===== config.mk =====
export PLATFORM = sky130hd
export DESIGN_NAME = bcd_calendar
export DESIGN_NICKNAME = d
export VERILOG_FILES = /design/src/rtl/bcd_cal_pkg.sv /design/src/rtl/bcd_cal_prescale.sv /design/src/rtl/bcd_cal_tod.sv /design/src/rtl/bcd_cal_date.sv /design/src/rtl/bcd_calendar.sv
export SDC_FILE = /design/constraint.sdc
export NUM_CORES = 1
export LEC_CHECK = 0
export ABC_AREA = 0
export BUFFER_PORTS_ARGS = -buffer_cell sky130_fd_sc_hd__clkbuf_2
export CAP_MARGIN = 0
export CELL_PAD_IN_SITES_DETAIL_PLACEMENT = 0
export CELL_PAD_IN_SITES_GLOBAL_PLACEMENT = 1
export CORE_MARGIN = 2
export CORE_UTILIZATION = 51
export DETAILED_ROUTE_END_ITERATION = 16
export GPL_TIMING_DRIVEN = 0
export PLACE_DENSITY_LB_ADDON = 0.1
export SLEW_MARGIN = 20
export SYNTH_ARGS = -nofsm -noshare
export SYNTH_HDL_FRONTEND = slang
export SYNTH_SLANG_ARGS = --single-unit

===== constraint.sdc =====
create_clock -name clk -period 5 [get_ports clk]
set_input_delay 1 -clock clk [delete_from_list [all_inputs] [get_ports clk]]
set_output_delay 1 -clock clk [all_outputs]
set_load 0.02 [all_outputs]

===== src/rtl/bcd_cal_pkg.sv =====
`timescale 1ns/1ps
package bcd_cal_pkg;

  localparam logic [3:0] A_SEC   = 4'h0;
  localparam logic [3:0] A_MIN   = 4'h1;
  localparam logic [3:0] A_HOUR  = 4'h2;
  localparam logic [3:0] A_WDAY  = 4'h3;
  localparam logic [3:0] A_DAY   = 4'h4;
  localparam logic [3:0] A_MON   = 4'h5;
  localparam logic [3:0] A_YEAR  = 4'h6;
  localparam logic [3:0] A_IRQC  = 4'h8;
  localparam logic [3:0] A_RUNC  = 4'h9;
  localparam logic [3:0] A_STAT  = 4'hA;

  localparam int SEL_CODES = 16;

  typedef struct packed {
    logic [6:0] sec;
    logic [6:0] min;
    logic [5:0] hr;
    logic       pm;
  } tod_t;

  typedef struct packed {
    logic [2:0] wday;
    logic [5:0] day;
    logic [4:0] mon;
    logic [7:0] yr;
  } date_t;

  function automatic logic [7:0] bcd_inc(input logic [7:0] v);
    logic [3:0] hi;
    hi = v[7:4] + 4'd1;
    if (v[3:0] >= 4'd9) return {hi, 4'd0};
    return v + 8'd1;
  endfunction

  function automatic logic leap_year(input logic [7:0] y);
    if (y[4]) return (y[3:0] == 4'd2) || (y[3:0] == 4'd6);
    return (y[3:0] == 4'd0) || (y[3:0] == 4'd4) || (y[3:0] == 4'd8);
  endfunction

  function automatic logic [5:0] last_day(input logic [4:0] m, input logic [7:0] y);
    case (m)
      5'h02:                      return leap_year(y) ? 6'h29 : 6'h28;
      5'h04, 5'h06, 5'h09, 5'h11: return 6'h30;
      default:                    return 6'h31;
    endcase
  endfunction

endpackage


===== src/rtl/bcd_cal_prescale.sv =====
`timescale 1ns/1ps
module bcd_cal_prescale #(
  parameter int PRE_W = 15
) (
  input  logic       clk,
  input  logic       rst_n,
  input  logic       run,
  input  logic       clr,
  input  logic [3:0] psel,
  output logic       sec_tick,
  output logic       per_hit
);
  import bcd_cal_pkg::*;

  logic [PRE_W-1:0] pre_q, pre_d;
  logic [SEL_CODES-1:0] hit;

  assign hit[0] = 1'b0;
  for (genvar k = 1; k < SEL_CODES; k++) begin : g_sel
    if (k < PRE_W) begin : g_on
      assign hit[k] = &pre_q[k:0];
    end else begin : g_off
      assign hit[k] = 1'b0;
    end
  end

  assign sec_tick = run & (&pre_q);
  assign per_hit  = run & hit[psel];

  always_comb begin
    pre_d = pre_q;
    if (clr)      pre_d = '0;
    else if (run) pre_d = pre_q + 1'b1;
  end

  always_ff @(posedge clk or negedge rst_n) begin
    if (!rst_n) pre_q <= '0;
    else        pre_q <= pre_d;
  end
endmodule


===== src/rtl/bcd_cal_tod.sv =====
`timescale 1ns/1ps
module bcd_cal_tod (
  input  logic                clk,
  input  logic                rst_n,
  input  logic                tick,
  input  logic                clr,
  input  logic                h24,
  input  logic                ld_sec,
  input  logic                ld_min,
  input  logic                ld_hr,
  input  logic [6:0]          wdata,
  output bcd_cal_pkg::tod_t   q,
  output logic                day_adv
);
  import bcd_cal_pkg::*;

  tod_t d;

  always_comb begin
    d       = q;
    day_adv = 1'b0;
    if (clr) begin
      d.sec = '0;
      d.min = '0;
      d.pm  = 1'b0;
      d.hr  = h24 ? 6'h00 : 6'h12;
    end else if (tick) begin
      if (q.sec != 7'h59) begin
        d.sec = 7'(bcd_inc({1'b0, q.sec}));
      end else begin
        d.sec = '0;
        if (q.min != 7'h59) begin
          d.min = 7'(bcd_inc({1'b0, q.min}));
        end else begin
          d.min = '0;
          if (h24) begin
            if (q.hr == 6'h23) begin
              d.hr    = 6'h00;
              day_adv = 1'b1;
            end else begin
              d.hr = 6'(bcd_inc({2'b0, q.hr}));
            end
          end else if (q.hr == 6'h11) begin
            d.hr    = 6'h12;
            d.pm    = ~q.pm;
            day_adv = q.pm;
          end else if (q.hr == 6'h12) begin
            d.hr = 6'h01;
          end else begin
            d.hr = 6'(bcd_inc({2'b0, q.hr}));
          end
        end
      end
    end else begin
      if (ld_sec) d.sec = wdata;
      if (ld_min) d.min = wdata;
      if (ld_hr) begin
        d.hr = wdata[5:0];
        d.pm = wdata[6];
      end
    end
  end

  always_ff @(posedge clk or negedge rst_n) begin
    if (!rst_n) begin
      q.sec <= '0;
      q.min <= '0;
      q.hr  <= 6'h12;
      q.pm  <= 1'b0;
    end else begin
      q <= d;
    end
  end
endmodule


===== src/rtl/bcd_cal_date.sv =====
`timescale 1ns/1ps
module bcd_cal_date (
  input  logic                clk,
  input  logic                rst_n,
  input  logic                adv,
  input  logic                clr,
  input  logic                ld_wday,
  input  logic                ld_day,
  input  logic                ld_mon,
  input  logic                ld_yr,
  input  logic [7:0]          wdata,
  output bcd_cal_pkg::date_t  q
);
  import bcd_cal_pkg::*;

  date_t d;

  always_comb begin
    d = q;
    if (clr) begin
      d.wday = '0;
      d.day  = 6'h01;
      d.mon  = 5'h01;
      d.yr   = 8'h00;
    end else if (adv) begin
      d.wday = (q.wday >= 3'd6) ? 3'd0 : q.wday + 3'd1;
      if (q.day != last_day(q.mon, q.yr)) begin
        d.day = 6'(bcd_inc({2'b0, q.day}));
      end else begin
        d.day = 6'h01;
        if (q.mon != 5'h12) begin
          d.mon = 5'(bcd_inc({3'b0, q.mon}));
        end else begin
          d.mon = 5'h01;
          d.yr  = (q.yr == 8'h99) ? 8'h00 : bcd_inc(q.yr);
        end
      end
    end else begin
      if (ld_wday) d.wday = wdata[2:0];
      if (ld_day)  d.day  = wdata[5:0];
      if (ld_mon)  d.mon  = wdata[4:0];
      if (ld_yr)   d.yr   = wdata;
    end
  end

  always_ff @(posedge clk or negedge rst_n) begin
    if (!rst_n) begin
      q.wday <= '0;
      q.day  <= 6'h01;
      q.mon  <= 5'h01;
      q.yr   <= 8'h00;
    end else begin
      q <= d;
    end
  end
endmodule


===== src/rtl/bcd_calendar.sv =====
`timescale 1ns/1ps
module bcd_calendar #(
  parameter int PRE_W = 15
) (
  input  logic       clk,
  input  logic       rst_n,
  input  logic       osc_tick,
  input  logic       we,
  input  logic [3:0] addr,
  input  logic [7:0] wdata,
  output logic [7:0] rdata,
  output logic       irq_carry,
  output logic       irq_period
);
  import bcd_cal_pkg::*;

  logic       start_q, start_d;
  logic       h24_q, h24_d;
  logic       srst_q, srst_d;
  logic       cie_q, cie_d;
  logic       pie_q, pie_d;
  logic [3:0] psel_q, psel_d;
  logic       cf_q, cf_d;
  logic       pf_q, pf_d;

  logic  run, sec_tick, per_hit, day_adv;
  logic  wr_irqc, wr_runc, wr_stat, cnt_wr_ok;
  tod_t  tod_q;
  date_t date_q;

  assign run       = start_q & osc_tick & ~srst_q;
  assign wr_irqc   = we && (addr == A_IRQC);
  assign wr_runc   = we && (addr == A_RUNC);
  assign wr_stat   = we && (addr == A_STAT);
  assign cnt_wr_ok = we && !start_q && !srst_q;

  bcd_cal_prescale #(.PRE_W(PRE_W)) u_pre (
    .clk      (clk),
    .rst_n    (rst_n),
    .run      (run),
    .clr      (srst_q),
    .psel     (psel_q),
    .sec_tick (sec_tick),
    .per_hit  (per_hit)
  );

  bcd_cal_tod u_tod (
    .clk     (clk),
    .rst_n   (rst_n),
    .tick    (sec_tick),
    .clr     (srst_q),
    .h24     (h24_q),
    .ld_sec  (cnt_wr_ok && (addr == A_SEC)),
    .ld_min  (cnt_wr_ok && (addr == A_MIN)),
    .ld_hr   (cnt_wr_ok && (addr == A_HOUR)),
    .wdata   (wdata[6:0]),
    .q       (tod_q),
    .day_adv (day_adv)
  );

  bcd_cal_date u_date (
    .clk     (clk),
    .rst_n   (rst_n),
    .adv     (day_adv),
    .clr     (srst_q),
    .ld_wday (cnt_wr_ok && (addr == A_WDAY)),
    .ld_day  (cnt_wr_ok && (addr == A_DAY)),
    .ld_mon  (cnt_wr_ok && (addr == A_MON)),
    .ld_yr   (cnt_wr_ok && (addr == A_YEAR)),
    .wdata   (wdata),
    .q       (date_q)
  );

  // Control and status next state; a hardware set outranks a software clear.
  always_comb begin
    start_d = start_q;
    h24_d   = h24_q;
    cie_d   = cie_q;
    pie_d   = pie_q;
    psel_d  = psel_q;
    srst_d  = 1'b0;
    if (wr_runc) begin
      start_d = wdata[0];
      srst_d  = wdata[1];
      h24_d   = wdata[6];
    end
    if (wr_irqc) begin
      cie_d  = wdata[1];
      pie_d  = wdata[2];
      psel_d = wdata[7:4];
    end
    cf_d = cf_q;
    if (sec_tick)                cf_d = 1'b1;
    else if (wr_stat && !wdata[1]) cf_d = 1'b0;
    pf_d = pf_q;
    if (per_hit)                 pf_d = 1'b1;
    else if (wr_stat && !wdata[2]) pf_d = 1'b0;
  end

  always_ff @(posedge clk or negedge rst_n) begin
    if (!rst_n) begin
      start_q <= 1'b0;
      h24_q   <= 1'b0;
      srst_q  <= 1'b0;
      cie_q   <= 1'b0;
      pie_q   <= 1'b0;
      psel_q  <= '0;
      cf_q    <= 1'b0;
      pf_q    <= 1'b0;
    end else begin
      start_q <= start_d;
      h24_q   <= h24_d;
      srst_q  <= srst_d;
      cie_q   <= cie_d;
      pie_q   <= pie_d;
      psel_q  <= psel_d;
      cf_q    <= cf_d;
      pf_q    <= pf_d;
    end
  end

  always_comb begin
    case (addr)
      A_SEC:   rdata = {1'b0, tod_q.sec};
      A_MIN:   rdata = {1'b0, tod_q.min};
      A_HOUR:  rdata = {1'b0, tod_q.pm, tod_q.hr};
      A_WDAY:  rdata = {5'b0, date_q.wday};
      A_DAY:   rdata = {2'b0, date_q.day};
      A_MON:   rdata = {3'b0, date_q.mon};
      A_YEAR:  rdata = date_q.yr;
      A_IRQC:  rdata = {psel_q, 1'b0, pie_q, cie_q, 1'b0};
      A_RUNC:  rdata = {1'b0, h24_q, 3'b0, 1'b0, srst_q, start_q};
      A_STAT:  rdata = {5'b0, pf_q, cf_q, 1'b0};
      default: rdata = 8'h00;
    endcase
  end

  assign irq_carry  = cf_q & cie_q;
  assign irq_period = pf_q & pie_q;
endmodule


==> results of run 1 <==
[worst register-to-register path, cell delays in order, from the launching register on]
cell	delay (ns)
dfstp_2	0.62
inv_1	0.08
ha_1	0.19
and4bb_2	0.25
o2bb2a_1	0.32
nor2_4	0.10
and3_1	0.19
clkbuf_1	0.19
nor3_1	0.61
a31oi_1	0.09
o21ai_0	0.19
[worst paths after layout]
check	to	depth (start not counted)
worst max-delay path	rdata[3]	8
worst min-delay path	u_date.q[21]$_DFFE_PN0P_	1
worst max register to register	u_date.q[4]$_DFFE_PN0P_	10
worst min register to register	u_date.q[21]$_DFFE_PN0P_	1
max in group asynchronous	u_date.q[8]$_DFFE_PN1P_	2
min in group asynchronous	u_tod.q[11]$_DFFE_PN0P_	1
[kinds of logic (layout without fill, tap and decap cells)]
group	count (synthesis)	count (layout)	share of synthesized area (%)
and+or+nand+nor	249	249	24.0
DFF	69	69	32.5
muxes	25	25	5.47
buffers and inverters	73	114	5.78
xor gates and xnor gates	12	12	1.97
adders and majority gates	38	38	8.88
AOI/OAI and AO/OA	178	178	21.4
[power groups by stage]
stage	registers [W]	clock network [W]	logic, W
2_1_floorplan	0.000799	0	0.000473
3_3_place_gp	0.000869	0	0.000606
3_5_place_dp	0.000876	0	0.000629
4_1_cts	0.000866	0.000515	0.000633
5_1_grt	0.000888	0.000537	0.000723
6_report	0.000873	0.000513	0.000641
[final cells by class]
type	instances	area share, %
Buffer	33	2.69
Clock buffer	12	2.81
Clock inverter	4	0.917
Inverter	40	2.56
Multi-Input combinational cell	502	56.1
Sequential cell	69	29.5
Tap cell	136	2.90
Timing Repair Buffer	25	2.56
[synthesized netlist by cell type (14+ instances only)]
| cell | number | area share, % |
|---|---|---|
| nand2_1 | 66 | 4.6 |
| a31oi_1 | 14 | 1.6 |
| a21oi_1 | 44 | 4.1 |
| ha_1 | 37 | 8.7 |
| dfrtp_1 | 65 | 31 |
| o21ai_0 | 47 | 4.4 |
| inv_1 | 39 | 2.7 |
| clkbuf_1 | 21 | 1.5 |
| nor2_1 | 62 | 4.4 |
| nand3_1 | 23 | 2.2 |
| nor3_1 | 22 | 2.1 |
[metal layers]
metal  vias to the layer above  share of wire (%)
met5                         -                  0
met4                         0                2.6
met3                        35                6.1
met2                       201                 45
met1                      2470                 46
li1                       2408                  -
[metrics by stage]
| stage | util [%] | hold slack (ns) | power, W | cells |
|---|---|---|---|---|
| 6_report | 57.4 | 0.543 | 0.00203 | 821 |
| 5_1_grt | 57.4 | 0.567 | 0.00215 | 821 |
| 3_3_place_gp | 54.9 | 0.511 | 0.00148 | 804 |
| 4_1_cts | 57.4 | 0.537 | 0.00201 | 821 |
| 3_5_place_dp | 55.2 | 0.520 | 0.00150 | 805 |
| 2_1_floorplan | - | 0.478 | 0.00127 | 644 |
[registers in the layout, summed over array words and instances, names as in the netlist, 4 cells and up]
register and flops:
u_date.q 22, u_tod.q 21, u_pre.pre_q 15, psel_q 4
==> flow_metrics.py, run 1 <==
metrics = {
    "final_layout": {
        "nNetsFinal": 733,
        "final-seq-area_mm2": 0.00173,
        "area.growth.synth_to_final_pct": 10.1,
        "drive_gt1_share_pct": 12.0,
        "final_cell_mix": "nand2_1 (66), dfrtp_1 (65), nor2_1 (62)",
        "post-route-cell-area_mm2": 0.00587,
        "final_common_cell": "nand2_1",
        "antennaDiodeCount": 0,
        "nFillCells": 990,
        "multiInputGateArea_mm2": 0.00329,
    },
    "clock_tree": {
        "clk_pin_slew_ns": 0.08,
        "cts_resized": 0,
        "numCtsBuffers": 9,
        "post_cts_buffers": 0,
        "cts_tree": "yes",
        "cts_max_path_buffers": 2,
        "clk_latency_ns": 0.36,
        "cts_num_sinks": 69,
        "hold_buffers": 0,
        "clk_root_buffer_cell": "clkbuf_8",
        "htreeDepth": 3,
    },
    "floorplanning": {
        "io_pins": 26,
        "initial_core_util_pct": 52.1,
        "rows": 37,
        "coreArea_mm2": 0.0102,
        "dieArea_mm2": 0.0113,
        "die_h_um": 106,
        "chipWidth_um": 106,
    },
    "power_and_ir_drop": {
        "seqPwrFrac_pct": 43.1,
        "swShare_pct": 39.9,
        "power.switching_w": 0.000809,
        "power.density_mw_per_mm2": 345,
        "p_clk_share_pct": 25.3,
        "pwr-share-comb_pct": 31.6,
        "p_int_w": 0.00122,
        "leakage_nw": 2.56,
        "peakVddDrop_mv": 0.207,
    },
    "critical_path": {
        "path_delay_family": "buffers and inverters",
        "cp_num_buf_inv": 4,
        "critPathKind": "input port to primary output",
        "worst_setup_path_end_kind": "primary output",
        "r2r-start": "u_tod.q[5]$_DFFE_PN1P_",
        "crit_fanout": 10,
        "reg2reg_slack_ns": 2.08,
        "slowest_delay_ns": 0.47,
        "crit_path_start": "addr[0]",
        "cp.required_ns": 4.00,
        "cp-start-kind": "input port",
        "cp_slowest_cell": "clkbuf_1",
        "path_cells": "clkbuf_2 -> clkbuf_1 -> clkbuf_1 -> mux4_2 -> nor2b_1 -> a21oi_1 -> nor2_1 -> clkbuf_2",
        "arrival_ns": 2.91,
    },
    "timing": {
        "setup_viol": 0,
        "setup-tns-final_ns": 0,
        "timing.fmax_ghz": 0.256,
        "maxSlewViolCount": 0,
        "tightest_slew_ns": 0.801,
        "fin_skew_ns": 0.0178,
        "rsz0062_at_grt": "false",
        "period_share_pct": 78.3,
        "setup_ws_ns": 1.09,
        "min_period_ns": 3.91,
        "hold_violations": 0,
        "max_slew_margin_pct": 46.6,
    },
    "global_route": {
        "grt_pass1_wl_um": 26700,
        "grt_usage_pct": 30.7,
        "met3_usage_pct": 4.05,
        "grt_pass1_vias": 4843,
        "grt_use_met2_pct": 49.4,
        "antenna_found_initial": 0,
        "met1_usage_pct": 43.3,
        "grt_max_degree": 49,
        "grt-ovfl-total": 0,
        "grt_busiest_layer": "met2",
    },
    "routing": {
        "drtIter0Drc": 619,
        "vias": 5114,
        "wl_per_cell_um": 20.4,
        "drt-vias-per-instance": 6.23,
        "drc_errors": 0,
        "wl_um": 16700,
        "drt_first_pass_iters": 6,
        "antenna_left": 0,
    },
    "logic_synthesis": {
        "synth-seq-cells": 69,
        "synthDistinctLibCells": 74,
        "syn_area_mm2": 0.00533,
        "ys_warn_count": 0,
        "seq_area_frac_synth_pct": 32.5,
        "synth_edf_count": 0,
        "syn_inst": 644,
        "syn_nets": 697,
        "syn_avg_cell_area_um2": 8.27,
        "synth_ff_type": "dfrtp_1",
        "ys_async_sr_fraction_pct": 100,
    },
    "status": {
        "outcome": "completed",
    },
    "place": {
        "dpl.hpwl_um": 12300,
        "place_ws_ns": 1.14,
        "numPortBuffers": 24,
        "place.gp.congestion": 0.978,
        "place_area_mm2": 0.00565,
    },
    "min_path": {
        "hp-class": "flop to flop",
        "hp-start": "u_date.q[21]$_DFFE_PN0P_",
    },
    "job": {
        "cap_violations": 0,
    },
}
No activity file was read; power rests on OpenSTA's default activity.
==> run 2, diff against run 1 <==
--- a/config.mk
+++ b/config.mk
@@ -11,7 +11,7 @@
 export CELL_PAD_IN_SITES_DETAIL_PLACEMENT = 0
 export CELL_PAD_IN_SITES_GLOBAL_PLACEMENT = 1
 export CORE_MARGIN = 2
-export CORE_UTILIZATION = 51
+export CORE_UTILIZATION = 43
 export DETAILED_ROUTE_END_ITERATION = 16
 export GPL_TIMING_DRIVEN = 0
 export PLACE_DENSITY_LB_ADDON = 0.1
==> constraint.sdc (replaced) <==
create_clock -name clk -period 3.3 [get_ports clk]
set_input_delay 0.66 -clock clk [delete_from_list [all_inputs] [get_ports clk]]
set_output_delay 0.66 -clock clk [all_outputs]
set_load 0.02 [all_outputs]
==> flow_metrics.py, run 2 (synthesis results as in run 1) <==
metrics = {
    "final_layout": {
        "nFillCells": 1197,
        "nNetsFinal": 732,
        "antennaDiodeCount": 0,
        "reg_top3": "u_date.q x22, u_tod.q x21, u_pre.pre_q x15",
        "area.growth.synth_to_final_pct": 13.3,
        "largest_reg_flops": 22,
        "layout.cells.non_filler": 852,
        "final_common_cell": "nand2_1",
        "final_cell_mix": "nand2_1 (66), dfrtp_1 (65), nor2_1 (62)",
        "drive_gt1_share_pct": 12.1,
        "regMostFlops": "u_date.q",
    },
    "floorplanning": {
        "coreArea_mm2": 0.0121,
        "io_pins": 26,
        "dieArea_mm2": 0.0133,
        "chipWidth_um": 115,
        "die_h_um": 115,
        "initial_core_util_pct": 44.2,
        "rows": 40,
    },
    "place": {
        "numPortBuffers": 24,
        "place_ws_ns": 0.116,
        "place_inst": 837,
        "dpl.hpwl_um": 12800,
        "place.gp.congestion": 0.890,
    },
    "critical_path": {
        "cp.required_ns": 2.64,
        "cp-start-kind": "input port",
        "path_delay_family": "buffers and inverters",
        "arrival_ns": 2.47,
        "slowest_delay_ns": 0.43,
        "worst_setup_path_end_kind": "primary output",
        "reg2reg_slack_ns": 0.29,
        "path_depth": 7,
        "cp_num_buf_inv": 4,
        "cp_slowest_cell": "clkbuf_1",
        "critPathKind": "input port to primary output",
        "crit_fanout": 10,
        "rr_worst_depth": 10,
        "path_cells": "clkbuf_2 -> clkbuf_1 -> clkbuf_1 -> nor2_1 -> a222oi_1 -> o21ai_0 -> clkbuf_2",
    },
    "timing": {
        "maxSlewViolCount": 0,
        "fin_skew_ns": 0.00578,
        "min_period_ns": 3.13,
        "period_share_pct": 95.0,
        "timing.fmax_ghz": 0.319,
        "setup-tns-final_ns": 0,
        "hold_violations": 0,
        "tightest_slew_ns": 0.762,
        "max_slew_margin_pct": 49.2,
        "setup_viol": 0,
        "setup_ws_ns": 0.166,
        "rsz0062_at_grt": "false",
    },
    "routing": {
        "wl_um": 17300,
        "drc_errors": 0,
        "wl_per_cell_um": 20.3,
        "drt_first_pass_iters": 5,
        "vias": 5097,
        "drt-vias-per-instance": 5.98,
        "antenna_left": 0,
        "drtIter0Drc": 542,
    },
    "power_and_ir_drop": {
        "p_clk_share_pct": 33.9,
        "pwr-share-comb_pct": 27.8,
        "leakage_nw": 2.63,
        "p_int_w": 0.00219,
        "power.density_mw_per_mm2": 571,
        "swShare_pct": 36.4,
        "seqPwrFrac_pct": 38.3,
        "peakVddDrop_mv": 0.386,
        "power.switching_w": 0.00126,
    },
    "clock_tree": {
        "clk_pin_slew_ns": 0.06,
        "cts_num_sinks": 69,
        "hold_buffers": 0,
        "numCtsBuffers": 9,
        "post_cts_buffers": 0,
        "cts_max_path_buffers": 2,
        "clk_root_buffer_cell": "clkbuf_16",
        "clk_latency_ns": 0.35,
        "htreeDepth": 3,
        "cts_tree": "yes",
    },
    "job": {
        "cap_violations": 0,
    },
    "global_route": {
        "grt_pass1_vias": 4814,
        "grt_max_degree": 49,
        "grt_pass1_wl_um": 27400,
        "grt_usage_pct": 27.7,
        "antenna_found_initial": 0,
        "grt-ovfl-total": 0,
    },
    "status": {
        "outcome": "completed",
    },
    "min_path": {
        "hp-class": "input port to async pin",
    },
}
[run 2: changes by cell type in the layout (fill, tap and decap cells not counted)]
| cell | previous run | this run |
|---|---|---|
| clkbuf_8 | 12 | 1 |
| clkbuf_16 | 0 | 9 |
| bufinv_16 | 1 | 3 |
| clkbuf_1 | 21 | 19 |
| clkbuf_2 | 23 | 25 |
| clkinv_4 | 0 | 2 |
| clkinvlp_4 | 2 | 0 |
| inv_6 | 1 | 0 |
[run 2: area by class of cell]
cell class	count	area, um^2	area share, %
Clock inverter	5	108	1.78
Sequential cell	69	1730	28.7
Buffer	32	156	2.59
Tap cell	168	210	3.48
Timing Repair Buffer	25	150	2.49
Inverter	40	150	2.49
Multi-Input combinational cell	502	3290	54.5
Clock buffer	11	243	4.02
[run 2: routing by layer]
layer / vias to the layer above / GRT usage (%) / routed length (um)
met3: 23 / 4.59 / 984
met5: - / 0 / 0
met4: 0 / 8.43 / 314
met1: 2509 / 41.1 / 8360
li1: 2410 / - / -
met2: 155 / 41.1 / 7650
[run 2: through the flow]
step	total power, W	utilization (%)	hold slack, ns	instance area, um^2
3_3_place_gp	0.00225	46.9	0.515	5660
2_1_floorplan	0.00193	-	0.364	5330
6_report	0.00345	50.1	0.233	6040
5_1_grt	0.00365	50.1	0.253	6040
3_5_place_dp	0.00228	47.2	0.517	5690
4_1_cts	0.00344	50.0	0.237	6040
[run 2: path summary, 6_finish.rpt]
| path | start | to |
|---|---|---|
| worst max register to register | u_tod.q[5]$_DFFE_PN1P_ | u_date.q[4]$_DFFE_PN0P_ |
| max in group asynchronous | rst_n | u_date.q[8]$_DFFE_PN1P_ |
| worst min-delay path | rst_n | u_pre.pre_q[9]$_DFFE_PN0P_ |
| worst max-delay path | addr[1] | rdata[4] |
| worst min register to register | pie_q$_DFFE_PN0P_ | pie_q$_DFFE_PN0P_ |
| min in group clk | pie_q$_DFFE_PN0P_ | pie_q$_DFFE_PN0P_ |
[run 2: worst reg2reg max path: stages (launching register included)]
cell and delay (ns):
dfstp_2 0.59, inv_1 0.08, ha_1 0.19, and4bb_2 0.25
o2bb2a_1 0.33, nor2_4 0.10, and3_1 0.19, clkbuf_1 0.23
nor3_1 0.64, a31oi_1 0.14, o21ai_0 0.19
[run 2: what timing repair did]
| action | CTS | global route |
|---|---|---|
| setup endpoints to repair | 1 | 2 |
| resized for setup | 0 | 4 |
| cloned | 0 | 0 |
[run 2: power groups by stage]
stage | Sequential (W) | Combinational (W) | Clock, W
2_1_floorplan | 0.00121 | 0.000717 | 0
3_3_place_gp | 0.00132 | 0.000930 | 0
3_5_place_dp | 0.00132 | 0.000951 | 0
4_1_cts | 0.00131 | 0.000957 | 0.00118
5_1_grt | 0.00134 | 0.00110 | 0.00121
6_report | 0.00132 | 0.000959 | 0.00117
==> run 3, diff against run 2 <==
--- a/config.mk
+++ b/config.mk
@@ -11,7 +11,7 @@
 export CELL_PAD_IN_SITES_DETAIL_PLACEMENT = 0
 export CELL_PAD_IN_SITES_GLOBAL_PLACEMENT = 1
 export CORE_MARGIN = 2
-export CORE_UTILIZATION = 43
+export CORE_UTILIZATION = 25
 export DETAILED_ROUTE_END_ITERATION = 16
 export GPL_TIMING_DRIVEN = 0
 export PLACE_DENSITY_LB_ADDON = 0.1
==> flow_metrics.py, run 3 (synthesis results as in run 1) <==
metrics = {
    "status": {
        "outcome": "completed",
    },
    "final_layout": {
        "antennaDiodeCount": 0,
        "area.growth.synth_to_final_pct": 14.0,
        "drive_gt1_share_pct": 11.9,
        "nNetsFinal": 731,
        "largest_reg_flops": 22,
        "final_common_cell": "nand2_1",
        "final_cell_mix": "nand2_1 (66), dfrtp_1 (65), nor2_1 (62)",
        "reg_top3": "u_date.q x22, u_tod.q x21, u_pre.pre_q x15",
        "final_util_pct": 29.0,
        "regMostFlops": "u_date.q",
        "post-route-cell-area_mm2": 0.00608,
    },
    "clock_tree": {
        "hold_buffers": 0,
        "cts_tree": "yes",
        "clk_latency_ns": 0.35,
        "cts_max_path_buffers": 2,
        "cts_num_sinks": 69,
        "clk_pin_slew_ns": 0.05,
        "htreeDepth": 3,
        "numCtsBuffers": 9,
        "clk_root_buffer_cell": "clkbuf_16",
    },
    "floorplanning": {
        "chipWidth_um": 150,
        "dieArea_mm2": 0.0225,
        "initial_core_util_pct": 25.4,
        "io_pins": 26,
        "die_h_um": 150,
        "rows": 53,
        "coreArea_mm2": 0.0210,
    },
    "job": {
        "cap_violations": 0,
    },
    "critical_path": {
        "path_delay_family": "buffers and inverters",
        "worst_setup_path_end_kind": "primary output",
        "arrival_ns": 2.49,
        "cp.required_ns": 2.64,
        "crit_top_cell": "clkbuf_2",
        "crit_fanout": 10,
        "cp_num_buf_inv": 4,
        "path_cells": "clkbuf_2 -> clkbuf_1 -> clkbuf_2 -> nor4_1 -> a222oi_1 -> o21ai_0 -> clkbuf_2",
        "critPathKind": "input port to primary output",
        "slowest_delay_ns": 0.56,
        "cp-start-kind": "input port",
        "cp_slowest_cell": "nor4_1",
    },
    "power_and_ir_drop": {
        "peakVddDrop_mv": 0.244,
        "leakage_nw": 2.59,
        "power.density_mw_per_mm2": 533,
    },
    "timing": {
        "rsz0062_at_grt": "false",
        "maxSlewViolCount": 0,
        "timing.fmax_ghz": 0.317,
        "setup_viol": 0,
        "fin_skew_ns": 0.00989,
        "period_share_pct": 95.5,
        "hold_violations": 0,
        "max_slew_margin_pct": 37.4,
        "hold_slack_ns": 0.326,
        "tightest_slew_ns": 0.938,
        "min_period_ns": 3.15,
    },
    "routing": {
        "wl_um": 19900,
        "drc_errors": 0,
        "antenna_left": 0,
        "vias": 5052,
        "drt-vias-per-instance": 5.27,
        "wl_per_cell_um": 20.8,
        "drtIter0Drc": 438,
        "drt_first_pass_iters": 6,
    },
    "place": {
        "numPortBuffers": 24,
        "dpl.hpwl_um": 14900,
        "place.gp.congestion": 0.812,
        "place_area_mm2": 0.00582,
    },
    "min_path": {
        "hp-class": "input port to async pin",
    },
    "global_route": {
        "grt_max_degree": 38,
        "grt_pass1_wl_um": 31000,
        "antenna_found_initial": 0,
        "grt-ovfl-total": 0,
        "grt_pass1_vias": 4944,
        "grt_usage_pct": 18.6,
    },
}
[run 3: final cells by class]
cell class                 instances  area [um^2]
buffer                            31          154
clock buffer                      14          254
clock inverter                     2         10.0
fill                            2324        14900
inverter                          40          150
multi-input combinational        502         3290
sequential                        69         1730
tap                              275          344
timing repair buffer              25          143
[run 3: worst paths after layout]
kind                       cells after the start                  endpoint                    from  slack, ns
setup / recovery                               7                  rdata[4]                 addr[0]       0.15
hold / removal                                 1    u_tod.q[1]$_DFFE_PN0P_                   rst_n       0.33
setup reg to reg                              10  u_date.q[12]$_DFFE_PN0P_  u_tod.q[5]$_DFFE_PN1P_       0.38
hold reg to reg                                1         cie_q$_DFFE_PN0P_       cie_q$_DFFE_PN0P_       0.53
max in group asynchronous                      2   u_date.q[8]$_DFFE_PN1P_                   rst_n       2.30
min in group clk                               1         cie_q$_DFFE_PN0P_       cie_q$_DFFE_PN0P_       0.53
[run 3: layer usage]
layer / share of wire (%) / up-vias / track usage, %
li1: - / 2407 / -
met1: 48 / 2504 / 25.7
met2: 46 / 114 / 29.3
met3: 4.1 / 27 / 2.87
met4: 2.2 / 0 / 6.51
met5: 0 / - / 0
[run 3: report_power, final]
group	switching [W]	total [W]	internal, W
clock	0.000393	0.000922	0.000529
sequential	0.000295	0.00133	0.00104
combinational	0.000587	0.000983	0.000396
total	0.00127	0.00324	0.00196
[run 3: repair_timing]
item,4_1_cts,5_1_grt
setup endpoints to repair,3,1
setup buffers,0,0
gates resized for setup,3,2
pin swaps,0,0
gates cloned,0,0
[run 3: stage by stage]
step | setup slack, ns | TNS (ns) | cells | power [W]
3_5_place_dp | -0.0118 | -0.0156 | 944 | 0.00232
4_1_cts | 0.166 | 0 | 959 | 0.00326
5_1_grt | 0.0451 | 0 | 958 | 0.00347
3_3_place_gp | -0.0415 | -0.0743 | 943 | 0.00231
2_1_floorplan | 0.553 | 0 | 644 | 0.00193
6_report | 0.150 | 0 | 958 | 0.00324
